--- src/rtl/vcfg_pkg.sv ---
package vcfg_pkg;
  typedef enum logic [1:0] {
    VS_OFF   = 2'd0,
    VS_INIT  = 2'd1,
    VS_CLEAN = 2'd2,
    VS_DIRTY = 2'd3
  } vs_e;

  localparam logic [11:0] A_VSTART = 12'h008;
  localparam logic [11:0] A_VXSAT  = 12'h009;
  localparam logic [11:0] A_VXRM   = 12'h00A;
  localparam logic [11:0] A_VCSR   = 12'h00F;
  localparam logic [11:0] A_VL     = 12'hC20;
  localparam logic [11:0] A_VTYPE  = 12'hC21;
  localparam logic [11:0] A_VLENB  = 12'hC22;

  typedef struct packed {
    logic       mask_agn;
    logic       tail_agn;
    logic [2:0] sew_code;
    logic [2:0] lmul_code;
  } vtype_fields_t;
endpackage

--- src/rtl/vcfg_vtype_dec.sv ---
module vcfg_vtype_dec #(
  parameter int XLEN = 32,
  parameter int VLEN = 128,
  parameter int ELEN = 32
) (
  input  logic [XLEN-1:0] req_vtype,
  input  logic [XLEN-1:0] avl,
  output logic            legal,
  output logic [XLEN-1:0] new_vtype,
  output logic [XLEN-1:0] new_vl
);
  import vcfg_pkg::*;
  localparam int LG_VLEN = $clog2(VLEN);
  localparam int LG_ELEN = $clog2(ELEN);

  vtype_fields_t   fld;
  logic            upper_clear;
  int              lg_sew;
  int              lg_lmul;
  int              lg_vmax;
  logic [XLEN-1:0] vlmax;

  always_comb begin
    fld         = req_vtype[7:0];
    upper_clear = (req_vtype[XLEN-1:8] == '0);
    lg_sew      = 3 + int'(fld.sew_code);
    lg_lmul     = fld.lmul_code[2] ? int'(fld.lmul_code) - 8 : int'(fld.lmul_code);
    legal       = upper_clear && (fld.sew_code <= 3'd3) && (fld.lmul_code != 3'd4) &&
                  (lg_sew <= LG_ELEN) && (lg_sew <= LG_ELEN + lg_lmul);
    lg_vmax     = LG_VLEN + lg_lmul - lg_sew;
    vlmax       = '0;
    if (legal) vlmax = {{(XLEN-1){1'b0}}, 1'b1} << lg_vmax;
    if (legal) begin
      new_vtype = {{(XLEN-8){1'b0}}, req_vtype[7:0]};
      new_vl    = (avl < vlmax) ? avl : vlmax;
    end else begin
      new_vtype = {1'b1, {(XLEN-1){1'b0}}};
      new_vl    = '0;
    end
  end
endmodule

--- src/rtl/vcfg_vs_track.sv ---
module vcfg_vs_track (
  input  logic       clk,
  input  logic       rst,
  input  logic       set_we,
  input  logic [1:0] set_val,
  input  logic       mark_dirty,
  output logic [1:0] vs_q,
  output logic       allowed_q
);
  import vcfg_pkg::*;
  logic [1:0] vs_n;

  always_comb begin
    vs_n = vs_q;
    if (set_we)          vs_n = set_val;
    else if (mark_dirty) vs_n = VS_DIRTY;
  end

  always_ff @(posedge clk) begin
    if (rst) begin
      vs_q      <= VS_INIT;
      allowed_q <= 1'b1;
    end else begin
      vs_q      <= vs_n;
      allowed_q <= (vs_n != VS_OFF);
    end
  end
endmodule

--- src/rtl/vcfg_csr_unit.sv ---
module vcfg_csr_unit #(
  parameter int XLEN     = 32,
  parameter int VLEN     = 128,
  parameter int ELEN     = 32,
  parameter int VSTART_W = $clog2(VLEN)
) (
  input  logic                clk,
  input  logic                rst,
  input  logic                cfg_req,
  input  logic [XLEN-1:0]     cfg_avl,
  input  logic [XLEN-1:0]     cfg_vtype,
  input  logic                ffo_we,
  input  logic [XLEN-1:0]     ffo_vl,
  input  logic                csr_rd,
  input  logic                csr_we,
  input  logic [11:0]         csr_addr,
  input  logic [XLEN-1:0]     csr_wdata,
  output logic [XLEN-1:0]     csr_rdata,
  output logic                csr_err,
  input  logic                insn_retire,
  input  logic                vs_set_we,
  input  logic [1:0]          vs_set_val,
  output logic [1:0]          vs_o,
  output logic                vec_allowed,
  output logic [XLEN-1:0]     vtype_o,
  output logic [XLEN-1:0]     vl_o,
  output logic [VSTART_W-1:0] vstart_o,
  output logic [1:0]          vxrm_o,
  output logic                vxsat_o
);
  import vcfg_pkg::*;
  localparam logic [XLEN-1:0] VLENB_VAL = XLEN'(VLEN / 8);
  localparam logic [XLEN-1:0] VILL_ONLY = {1'b1, {(XLEN-1){1'b0}}};

  logic            dec_legal;
  logic [XLEN-1:0] dec_vtype;
  logic [XLEN-1:0] dec_vl;
  logic            addr_known;
  logic            addr_ro;
  logic            cfg_fire;
  logic            ffo_fire;
  logic            wr_fire;
  logic [XLEN-1:0] rd_mux;

  vcfg_vtype_dec #(.XLEN(XLEN), .VLEN(VLEN), .ELEN(ELEN)) i_dec (
    .req_vtype (cfg_vtype),
    .avl       (cfg_avl),
    .legal     (dec_legal),
    .new_vtype (dec_vtype),
    .new_vl    (dec_vl)
  );

  always_comb begin
    addr_known = 1'b1;
    addr_ro    = 1'b0;
    rd_mux     = '0;
    case (csr_addr)
      A_VSTART: rd_mux = {{(XLEN-VSTART_W){1'b0}}, vstart_o};
      A_VXSAT:  rd_mux = {{(XLEN-1){1'b0}}, vxsat_o};
      A_VXRM:   rd_mux = {{(XLEN-2){1'b0}}, vxrm_o};
      A_VCSR:   rd_mux = {{(XLEN-3){1'b0}}, vxrm_o, vxsat_o};
      A_VL:     begin rd_mux = vl_o;      addr_ro = 1'b1; end
      A_VTYPE:  begin rd_mux = vtype_o;   addr_ro = 1'b1; end
      A_VLENB:  begin rd_mux = VLENB_VAL; addr_ro = 1'b1; end
      default:  addr_known = 1'b0;
    endcase
  end

  assign cfg_fire = cfg_req && vec_allowed;
  assign ffo_fire = ffo_we && vec_allowed && !cfg_req && (ffo_vl < vl_o);
  assign wr_fire  = csr_we && vec_allowed && addr_known && !addr_ro;

  vcfg_vs_track i_vs (
    .clk        (clk),
    .rst        (rst),
    .set_we     (vs_set_we),
    .set_val    (vs_set_val),
    .mark_dirty (cfg_fire || ffo_fire || wr_fire),
    .vs_q       (vs_o),
    .allowed_q  (vec_allowed)
  );

  // Length and type: configuration first, then override.
  always_ff @(posedge clk) begin
    if (rst) begin
      vtype_o <= VILL_ONLY;
      vl_o    <= '0;
    end else if (cfg_fire) begin
      vtype_o <= dec_vtype;
      vl_o    <= dec_vl;
    end else if (ffo_fire) begin
      vl_o    <= ffo_vl;
    end
  end

  // Restart index and fixed-point fields.
  always_ff @(posedge clk) begin
    if (rst) begin
      vstart_o <= '0;
      vxrm_o   <= 2'd0;
      vxsat_o  <= 1'b0;
    end else begin
      if (insn_retire)                          vstart_o <= '0;
      else if (wr_fire && csr_addr == A_VSTART) vstart_o <= csr_wdata[VSTART_W-1:0];
      if (wr_fire && csr_addr == A_VXRM)        vxrm_o   <= csr_wdata[1:0];
      else if (wr_fire && csr_addr == A_VCSR)   vxrm_o   <= csr_wdata[2:1];
      if (wr_fire && (csr_addr == A_VXSAT || csr_addr == A_VCSR))
        vxsat_o <= csr_wdata[0];
    end
  end

  // Registered read path.
  always_ff @(posedge clk) begin
    if (rst) begin
      csr_rdata <= '0;
      csr_err   <= 1'b0;
    end else begin
      csr_rdata <= (csr_rd && vec_allowed && addr_known) ? rd_mux : '0;
      csr_err   <= (csr_rd || csr_we) &&
                   (!vec_allowed || !addr_known || (csr_we && addr_ro));
    end
  end
endmodule

--- config.mk ---
export PLATFORM = sky130hd
export DESIGN_NAME = vcfg_csr_unit
export DESIGN_NICKNAME = d
export VERILOG_FILES = /design/src/rtl/vcfg_pkg.sv /design/src/rtl/vcfg_vtype_dec.sv /design/src/rtl/vcfg_vs_track.sv /design/src/rtl/vcfg_csr_unit.sv
export SDC_FILE = /design/constraint.sdc
export NUM_CORES = 1
export LEC_CHECK = 0
export BUFFER_PORTS_ARGS = -buffer_cell sky130_fd_sc_hd__buf_2
export CORE_MARGIN = 10
export CORE_UTILIZATION = 30
export CTS_CLUSTER_DIAMETER = 120
export CTS_CLUSTER_SIZE = 14
export DETAILED_ROUTE_END_ITERATION = 16
export GPL_TIMING_DRIVEN = 0
export PLACE_DENSITY_LB_ADDON = 0.12
export SLEW_MARGIN = 20
export SYNTH_ARGS = -nofsm -noshare
export SYNTH_HDL_FRONTEND = slang
export SYNTH_HIERARCHICAL = 1
export SYNTH_SLANG_ARGS = --single-unit
--- constraint.sdc ---
create_clock -name clk -period 10.1 [get_ports clk]
set_input_delay 1.515 -clock clk [delete_from_list [all_inputs] [get_ports clk]]
set_output_delay 1.515 -clock clk [all_outputs]
set_load 0.005 [all_outputs]
Word level (Yosys, flattened, before mapping)
Index checks and enable logic that the tools add are counted. Widths: inputs -> output; s select.

Flip-flop bits (word level): 110. Input bits: 150. Output and inout port bits: 110. Logic and storage cells: 80.

$add $sub $neg: 5. $lt $le $gt $ge: 5. Eq/ne operators: 8. Shifts and indexed selects: 1. Multiplexer cells: 14. Bitwise logic cells: 1. Reduce and logical (&&, ||, !) cells: 37.

Operator list (number): $mux 32 (7); $pmux 32 s7 (1); $add 4x32->32 const A (2); $lt 32x32->1 (2); $eq 12x4->1 const B (4); $eq 12x12->1 const B (3); $le 32x32->1 (1); $le 32x4->1 const B (1); $shl 1x32->32 const A (1); $sub 32x32->32 (1); $logic_not 24->1 (1); $logic_and 1x1->1 (19); $mux 2 (4); $reduce_or 7->1 (1); $logic_or 1x1->1 (6); $reduce_bool 2->1 (3); $sub 3x4->5 const B (1); $add 2x3->4 const A (1); $logic_not 1->1 (4); $reduce_or 2->1 (2); $le 3x2->1 const B (1); $ne 3x3->1 const B (1); $reduce_or 3->1 (1); $mux 1 (2); $not 1->1 (1).

Depth between registers and ports, before layout
Gate-level depths: netlist of the first run.

Depth in word-level cells: 10. Depth in mapped cells: 27. Depth with buffers taken out: 26.

Modules after synthesis
The synthesis of the first run kept the hierarchy.

Modules (own cells, without submodules): vcfg_csr_unit (instances 1, cells each 672, area an instance 5485.3 um^2, seq. area each 2142.1 um^2); vcfg_vtype_dec (instances 1, cells each 286, area an instance 2363.5 um^2, seq. area each 0.0 um^2); vcfg_vs_track (instances 1, cells each 11, area an instance 131.4 um^2, seq. area each 60.1 um^2).

Worst setup path after synthesis of the first run
OpenSTA, ideal clock, no wires.

Kind: input -> register. Start point: input cfg_vtype[3]. End point: register vl_o[18]. Library setup time: 0.091 ns. Arrival: 6.624 ns. Required time: 10.009 ns. Slack: 3.385 ns. Stages on the path: 21. Buffers on the path: 1. Cells stage by stage: inv_1 > ha_1 > xor2_1 > nand2_1 > fa_1 > and3b_1 > or3_1 > ha_1 > nor4b_1 > nor3b_1 > nand2_1 > ha_1 > a21o_1 > a221o_1 > a221o_1 > a2111oi_4 > o21ai_2 > buf_6 > a2bb2oi_2 > nor2_1 > a311oi_1.

Word-level cells in the longest chain between the ends: 10. Elaborated cells between the ends (all ways): 15. Classes of those cells: add/sub (2); order compare (4); shift (1); mux (4); reduce/logical (4).

RTL lines: start, declared (line vcfg_csr_unit.sv:11) `input logic [XLEN-1:0] cfg_vtype,`; branches (longest 8 deep; another with $sub 32x32->32); $mux 32 (*) (line vcfg_vtype_dec.sv:33) `if (legal) begin`; via dec_vl[18] (line vcfg_csr_unit.sv:37) `logic [XLEN-1:0] dec_vl;`; $mux 32 (*) (line vcfg_csr_unit.sv:88) `end else if (cfg_fire) begin`; end signal, assigned (line vcfg_csr_unit.sv:90) `vl_o <= dec_vl;`; end signal, assigned (line vcfg_csr_unit.sv:92) `vl_o <= ffo_vl;`; end, declared (line vcfg_csr_unit.sv:26) `output logic [XLEN-1:0] vl_o,`.

Mark *: on every way through the listed nets, which the timed path passes. A chain may end at the register's enable or synchronous reset.

Final worst setup path of the first run
Start point: input cfg_vtype[3]. End point: register vl_o[26].

Same word-level chain as after synthesis.

==> results of run 1 <==
[per-stage QoR]
step / cell area, um2 / power, mW
2_1_floorplan: 8070 / 0.632
3_3_place_gp: 9650 / 0.738
3_5_place_dp: 9650 / 0.739
4_1_cts: 9930 / 1.09
5_1_grt: 9930 / 1.14
6_report: 9940 / 1.09
[flip-flops by register name, summed over array words and instances (netlist names)]
name            count
vstart_o            7
vl_o               32
csr_err             1
vxrm_o              2
csr_rdata          32
vtype_o            32
i_vs/vs_q           2
vxsat_o             1
i_vs/allowed_q      1
[cell type report]
type	count	area share, %
multi-input combinational	744	52.0
sequential	110	22.2
timing repair buffer	232	11.7
buffer	92	5.30
tap	335	4.22
clock buffer	11	2.44
inverter	46	1.74
clock inverter	5	0.428
antenna	2	0.0504
[report_power, final]
part           total (mW)  internal (mW)  switching, mW
clock network       0.357          0.177          0.180
logic               0.263          0.110          0.153
registers           0.467          0.449         0.0182
total                1.09          0.736          0.350
[layout by cell type (no fill, tap or decap), types with 11 or more instances in the layout]
master and instances:
dfxtp_1 110, buf_4 24, inv_1 44, a22oi_1 26, clkbuf_1 44, nand2_1 122
and2_1 11, buf_2 245, nor2_1 93, a31oi_1 34, a2bb2oi_2 30, o211ai_1 37
a21oi_1 84, ha_1 79, nor2_2 12, a311oi_1 32, o21ai_0 16, conb_1 24
nand4_1 14
[worst register-to-register path, cell delays in order (launching register included)]
cell and delay, ns:
dfxtp_1 0.46, inv_1 0.10, ha_1 0.29, nand4_1 0.20
nor4_1 0.87, clkbuf_1 0.49, a31oi_1 0.16, a311oi_1 0.30
[worst paths after layout]
| path | slack [ns] | to | from |
|---|---|---|---|
| setup reg to reg | 7.14 | vl_o[4] | vl_o[31] |
| setup / recovery | 2.44 | vl_o[26] | cfg_vtype[3] |
| hold / removal | 0.47 | vtype_o[29] | vtype_o[29] |
| hold reg to reg | 0.47 | vtype_o[29] | vtype_o[29] |
[cell families after synthesis]
kind of cell	after synthesis	synth area share [%]
xor+xnor	6	0.659
other cells	1	0.0470
flops	110	27.6
compound gates	305	29.3
buf+inv	138	8.76
mux	10	1.25
fa+ha+maj	81	12.9
simple gates	318	19.5
[per-layer routing]
layer	wire length (um)	vias to the layer above	track usage, %
met1	14400	3776	23.2
li1	-	4066	-
met5	26	-	0
met3	2210	28	4.88
met4	503	4	3.84
met2	14300	265	29.2
==> flow_summary.yaml, run 1 <==
outcome:
  status: "finished, final reports clean"
logic_synthesis:
  syn_inst: 969
  yosysWarnings: 6
  synth.area.top_cells: "dfxtp_1, ha_1, nand2_1"
  ys_types: 76
  synth-seq-cells: 110
  synth_edf_count: 0
  yosysSeqAreaShare_pct: 27.6
  synth_commonest_cells: "nand2_1, dfxtp_1, nor2_1"
  synth_top_cell_by_area: "dfxtp_1"
  yosys.area.top_type_share_pct: 27.6
  synth_area_um2: 7980
  async_flop_share_pct: 0
  synth_flop_cell: "dfxtp_1"
  syn_avg_cell_area_um2: 8.24
  synth_most_common_cell: "nand2_1"
worst_setup_path:
  cp_top_family: "simple AND/OR/NAND/NOR gates"
  cp.required_ns: 10.36
  crit_buf_inv: 3
  crit_type: "in2reg"
  critPathMaxStageDelay_ns: 0.60
  cp_num_cells: 22
  reg2reg_depth: 7
  end_kind: "flop"
  cp.arrival_ns: 7.92
  worstSetupStartpointType: "primary input"
  cp_common_cell: "ha_1"
  path_cells: "buf_2, inv_1, ha_1, xor2_1, nand2_1, fa_1, and3b_1, or3_1, ha_1, nor4b_1, nor3b_1, nand2_1, ha_1, and3_1, a221o_1, a221o_1, a2111oi_4, o21ai_2, buf_6, a2bb2oi_2, nor2_1, a311oi_1"
  slowest_stage: "fa_1"
  crit_fanout: 10
route:
  vias_per_cell: 5.16
  final_antenna_net_count: 0
  route.detailed.drc: 0
  vias: 8139
  firstDrtPassIters: 5
  routedWlPerCell_um: 19.9
  drt_iter0_drc: 538
  wl_um: 31400
floorplanning:
  num_rows: 59
  start_util_pct: 30.5
  die-height_um: 183
  die_w_um: 183
  fp.dieArea_um2: 33500
  io_pins: 260
  core-area_um2: 26100
clock_tree:
  cts-htree-levels: 3
  ctsHoldBuffers: 0
  ctsResizeCount: 0
  clkLatencyLatePin_ns: 0.36
  cts_sinks: 110
  cts-root-buf: "clkbuf_16"
  cts_buffers: 9
  clk_pin_slew_ns: 0.07
  cts_tree: "yes"
  postCtsSetupRepairBufs: 0
  clockBufferDepth: 2
final_layout:
  multi_input_area_um2: 5160
  instances_no_fill: 1577
  layout-drive-gt1-share_pct: 29.2
  final_util_pct: 38.0
  n_fill_cell: 2829
  nNetsFinal: 1466
  area_growth_pct: 24.5
  regArea_um2: 2200
sta:
  period_needed_ns: 7.66
  finalHoldViolations: 0
  whs_ns: 0.469
  setup_violations: 0
  fin_skew_ns: 0.0137
  post-route-period-util_pct: 75.9
  relSlewSlack_pct: 35.9
  tns_ns: 0
  rsz0062_at_grt: "no"
  fmax_mhz: 130
  setup_slack_ns: 2.44
  worstMarginPinSlew_ns: 0.953
  drv_slew: 0
power:
  power_density_nw_per_um2: 109
  max-vdd-ir-drop_uv: 69.0
  leakage_nw: 4.26
global_routing:
  overflow: 0
  grt_max_degree: 19
  antenna_found_initial: 4
  grt_pass1_wl_um: 47100
  track_usage_pct: 17.9
  first_global_vias: 8029
placement:
  hpwl_um: 25500
  io_buffers: 232
  routabilityCongestion: 0.855
  dp.cells: 1559
  place_ws_ns: 2.19
run:
  drv_cap: 0
worst_hold_path:
  hold_class: "reg2reg"
  holdPathStages: 2
Power figures use the tool's default switching activity.
==> run 2: changes to the inputs <==
==> constraint.sdc (replaced) <==
create_clock -name clk -period 6.15 [get_ports clk]
set_input_delay 0.9225 -clock clk [delete_from_list [all_inputs] [get_ports clk]]
set_output_delay 0.9225 -clock clk [all_outputs]
set_load 0.005 [all_outputs]
==> run 2 against run 1 <==
Non-clock buffer count rose by 9. Cell area increased by 2.9%. Global-route usage is 0.11 points higher. Utilization is 1.1 points higher. First-iteration DRC count decreased by 8.9%. Sequential cell count is the same. Clock skew is 0.00054 ns lower. Sequential power rose by 64%. Setup slack worse by 2.3 ns. Die area unchanged. Clock power grew 64%.
==> flow_summary.yaml, run 2 (synthesis results as in run 1) <==
final_layout:
  final_util_pct: 39.1
  final_cell_mix: "buf_2, nand2_1, dfxtp_1"
  final_common_cell: "buf_2"
  nNetsFinal: 1475
  layout-drive-gt1-share_pct: 31.6
  reg_top3: "csr_rdata: 32 flops, vl_o: 32 flops, vtype_o: 32 flops"
  area_growth_pct: 28.2
  n_fill_cell: 2808
  instances_no_fill: 1586
sta:
  rsz0062_at_grt: "yes"
  fmax_mhz: 167
  fin_skew_ns: 0.0132
  finalHoldViolations: 0
  worstMarginPinSlew_ns: 0.938
  whs_ns: 0.471
  setup_slack_ns: 0.175
  tns_ns: 0
  relSlewSlack_pct: 36.9
  post-route-period-util_pct: 97.2
  period_needed_ns: 5.98
  setup_violations: 0
  drv_slew: 0
worst_setup_path:
  crit_type: "in2reg"
  crit_fanout: 6
  cp.arrival_ns: 6.25
  worstSetupStartpointType: "primary input"
  end_kind: "flop"
  cp.required_ns: 6.42
route:
  firstDrtPassIters: 5
  route.detailed.drc: 0
  routedWlPerCell_um: 20.0
  wl_um: 31800
  vias: 8202
  drt_iter0_drc: 490
  final_antenna_net_count: 0
  vias_per_cell: 5.17
power:
  max-vdd-ir-drop_uv: 113
  leakage_nw: 4.36
  power_density_nw_per_um2: 177
run:
  drv_cap: 0
global_routing:
  grt_max_degree: 19
  antenna_found_initial: 4
  overflow: 0
  grt_pass1_wl_um: 47400
  first_global_vias: 8077
  track_usage_pct: 18.0
placement:
  routabilityCongestion: 0.855
  dp.cells: 1559
  io_buffers: 232
  place_ws_ns: -1.16
  hpwl_um: 25500
floorplanning:
  core-area_um2: 26100
  fp.dieArea_um2: 33500
  die_w_um: 183
  io_pins: 260
  start_util_pct: 30.5
  num_rows: 59
  die-height_um: 183
clock_tree:
  clk_pin_slew_ns: 0.07
  cts_tree: "yes"
  clkLatencyLatePin_ns: 0.37
  cts_buffers: 9
  cts-htree-levels: 3
  cts_sinks: 110
  clockBufferDepth: 2
  cts-root-buf: "clkbuf_16"
worst_hold_path:
  hold_class: "reg2reg"
outcome:
  status: "finished, final reports clean"
-- run 2: cell count changes in the layout (fill, tap and decap cells not counted), sizes merged --
cell	delta
buf	+9
-- run 2: cell type report --
| class | count | area, um2 | area share (%) |
|---|---|---|---|
| clock buffers | 11 | 243 | 2.37 |
| multi-input cells | 744 | 5340 | 52.2 |
| well taps | 335 | 419 | 4.10 |
| inverters | 46 | 178 | 1.74 |
| clock inverters | 5 | 42.5 | 0.416 |
| repair buffers | 243 | 1260 | 12.4 |
| diodes | 2 | 5.00 | 0.0489 |
| flip-flops and latches | 110 | 2200 | 21.5 |
| plain buffers | 90 | 532 | 5.20 |
-- run 2: worst paths after layout --
| kind | depth (start not counted) | end | slack (ns) | startpoint |
|---|---|---|---|---|
| max | 22 | vl_o[26] | 0.17 | cfg_vtype[3] |
| min | 2 | vtype_o[29] | 0.47 | vtype_o[29] |
| max reg2reg | 7 | vl_o[29] | 3.17 | vl_o[31] |
| min reg2reg | 2 | vtype_o[29] | 0.47 | vtype_o[29] |
-- run 2: per-stage QoR --
stage               instance area, um2  total power [mW]
finish                           10200              1.81
global route                     10200              1.90
CTS                              10000              1.81
detailed placement                9650              1.21
global placement                  9650              1.21
floorplan                         8070              1.04
-- run 2: report_power, final --
part	total [mW]	switching [mW]	internal, mW	leakage [nW]
logic	0.457	0.261	0.196	3.33
clock network	0.587	0.296	0.291	0.136
registers	0.767	0.0300	0.737	0.898
-- run 2: routing by layer --
metal / GRT usage [%] / share of wire (%) / vias to the layer above
met5: 0 / 0.082 / -
met4: 3.84 / 1.4 / 4
met3: 4.88 / 7.1 / 26
met2: 29.5 / 46 / 276
met1: 23.3 / 46 / 3810
li1: - / - / 4086
-- run 2: what timing repair did --
item,CTS,global route
cloned,0,1
setup buffers,4,6
gates resized for setup,15,23
hold buffers,0,0
pin swaps,8,35
endpoints found under the setup margin,32,32
-- run 2: worst max-delay path, cell delays in order --
cell and delay (ns):
clkbuf_4 0.16, inv_4 0.08, ha_4 0.15, xor2_4 0.18
nand2_2 0.08, fa_2 0.55, and3b_1 0.20, or3_4 0.41
ha_4 0.27, nor4b_4 0.33, nor3b_4 0.32, nand2_1 0.13
ha_1 0.33, a21o_1 0.16, a221o_1 0.33, a221o_1 0.43
o211ai_1 0.35, o21ai_4 0.16, clkbuf_16 0.21, a2bb2oi_2 0.20
nor2_2 0.09, a311oi_2 0.21
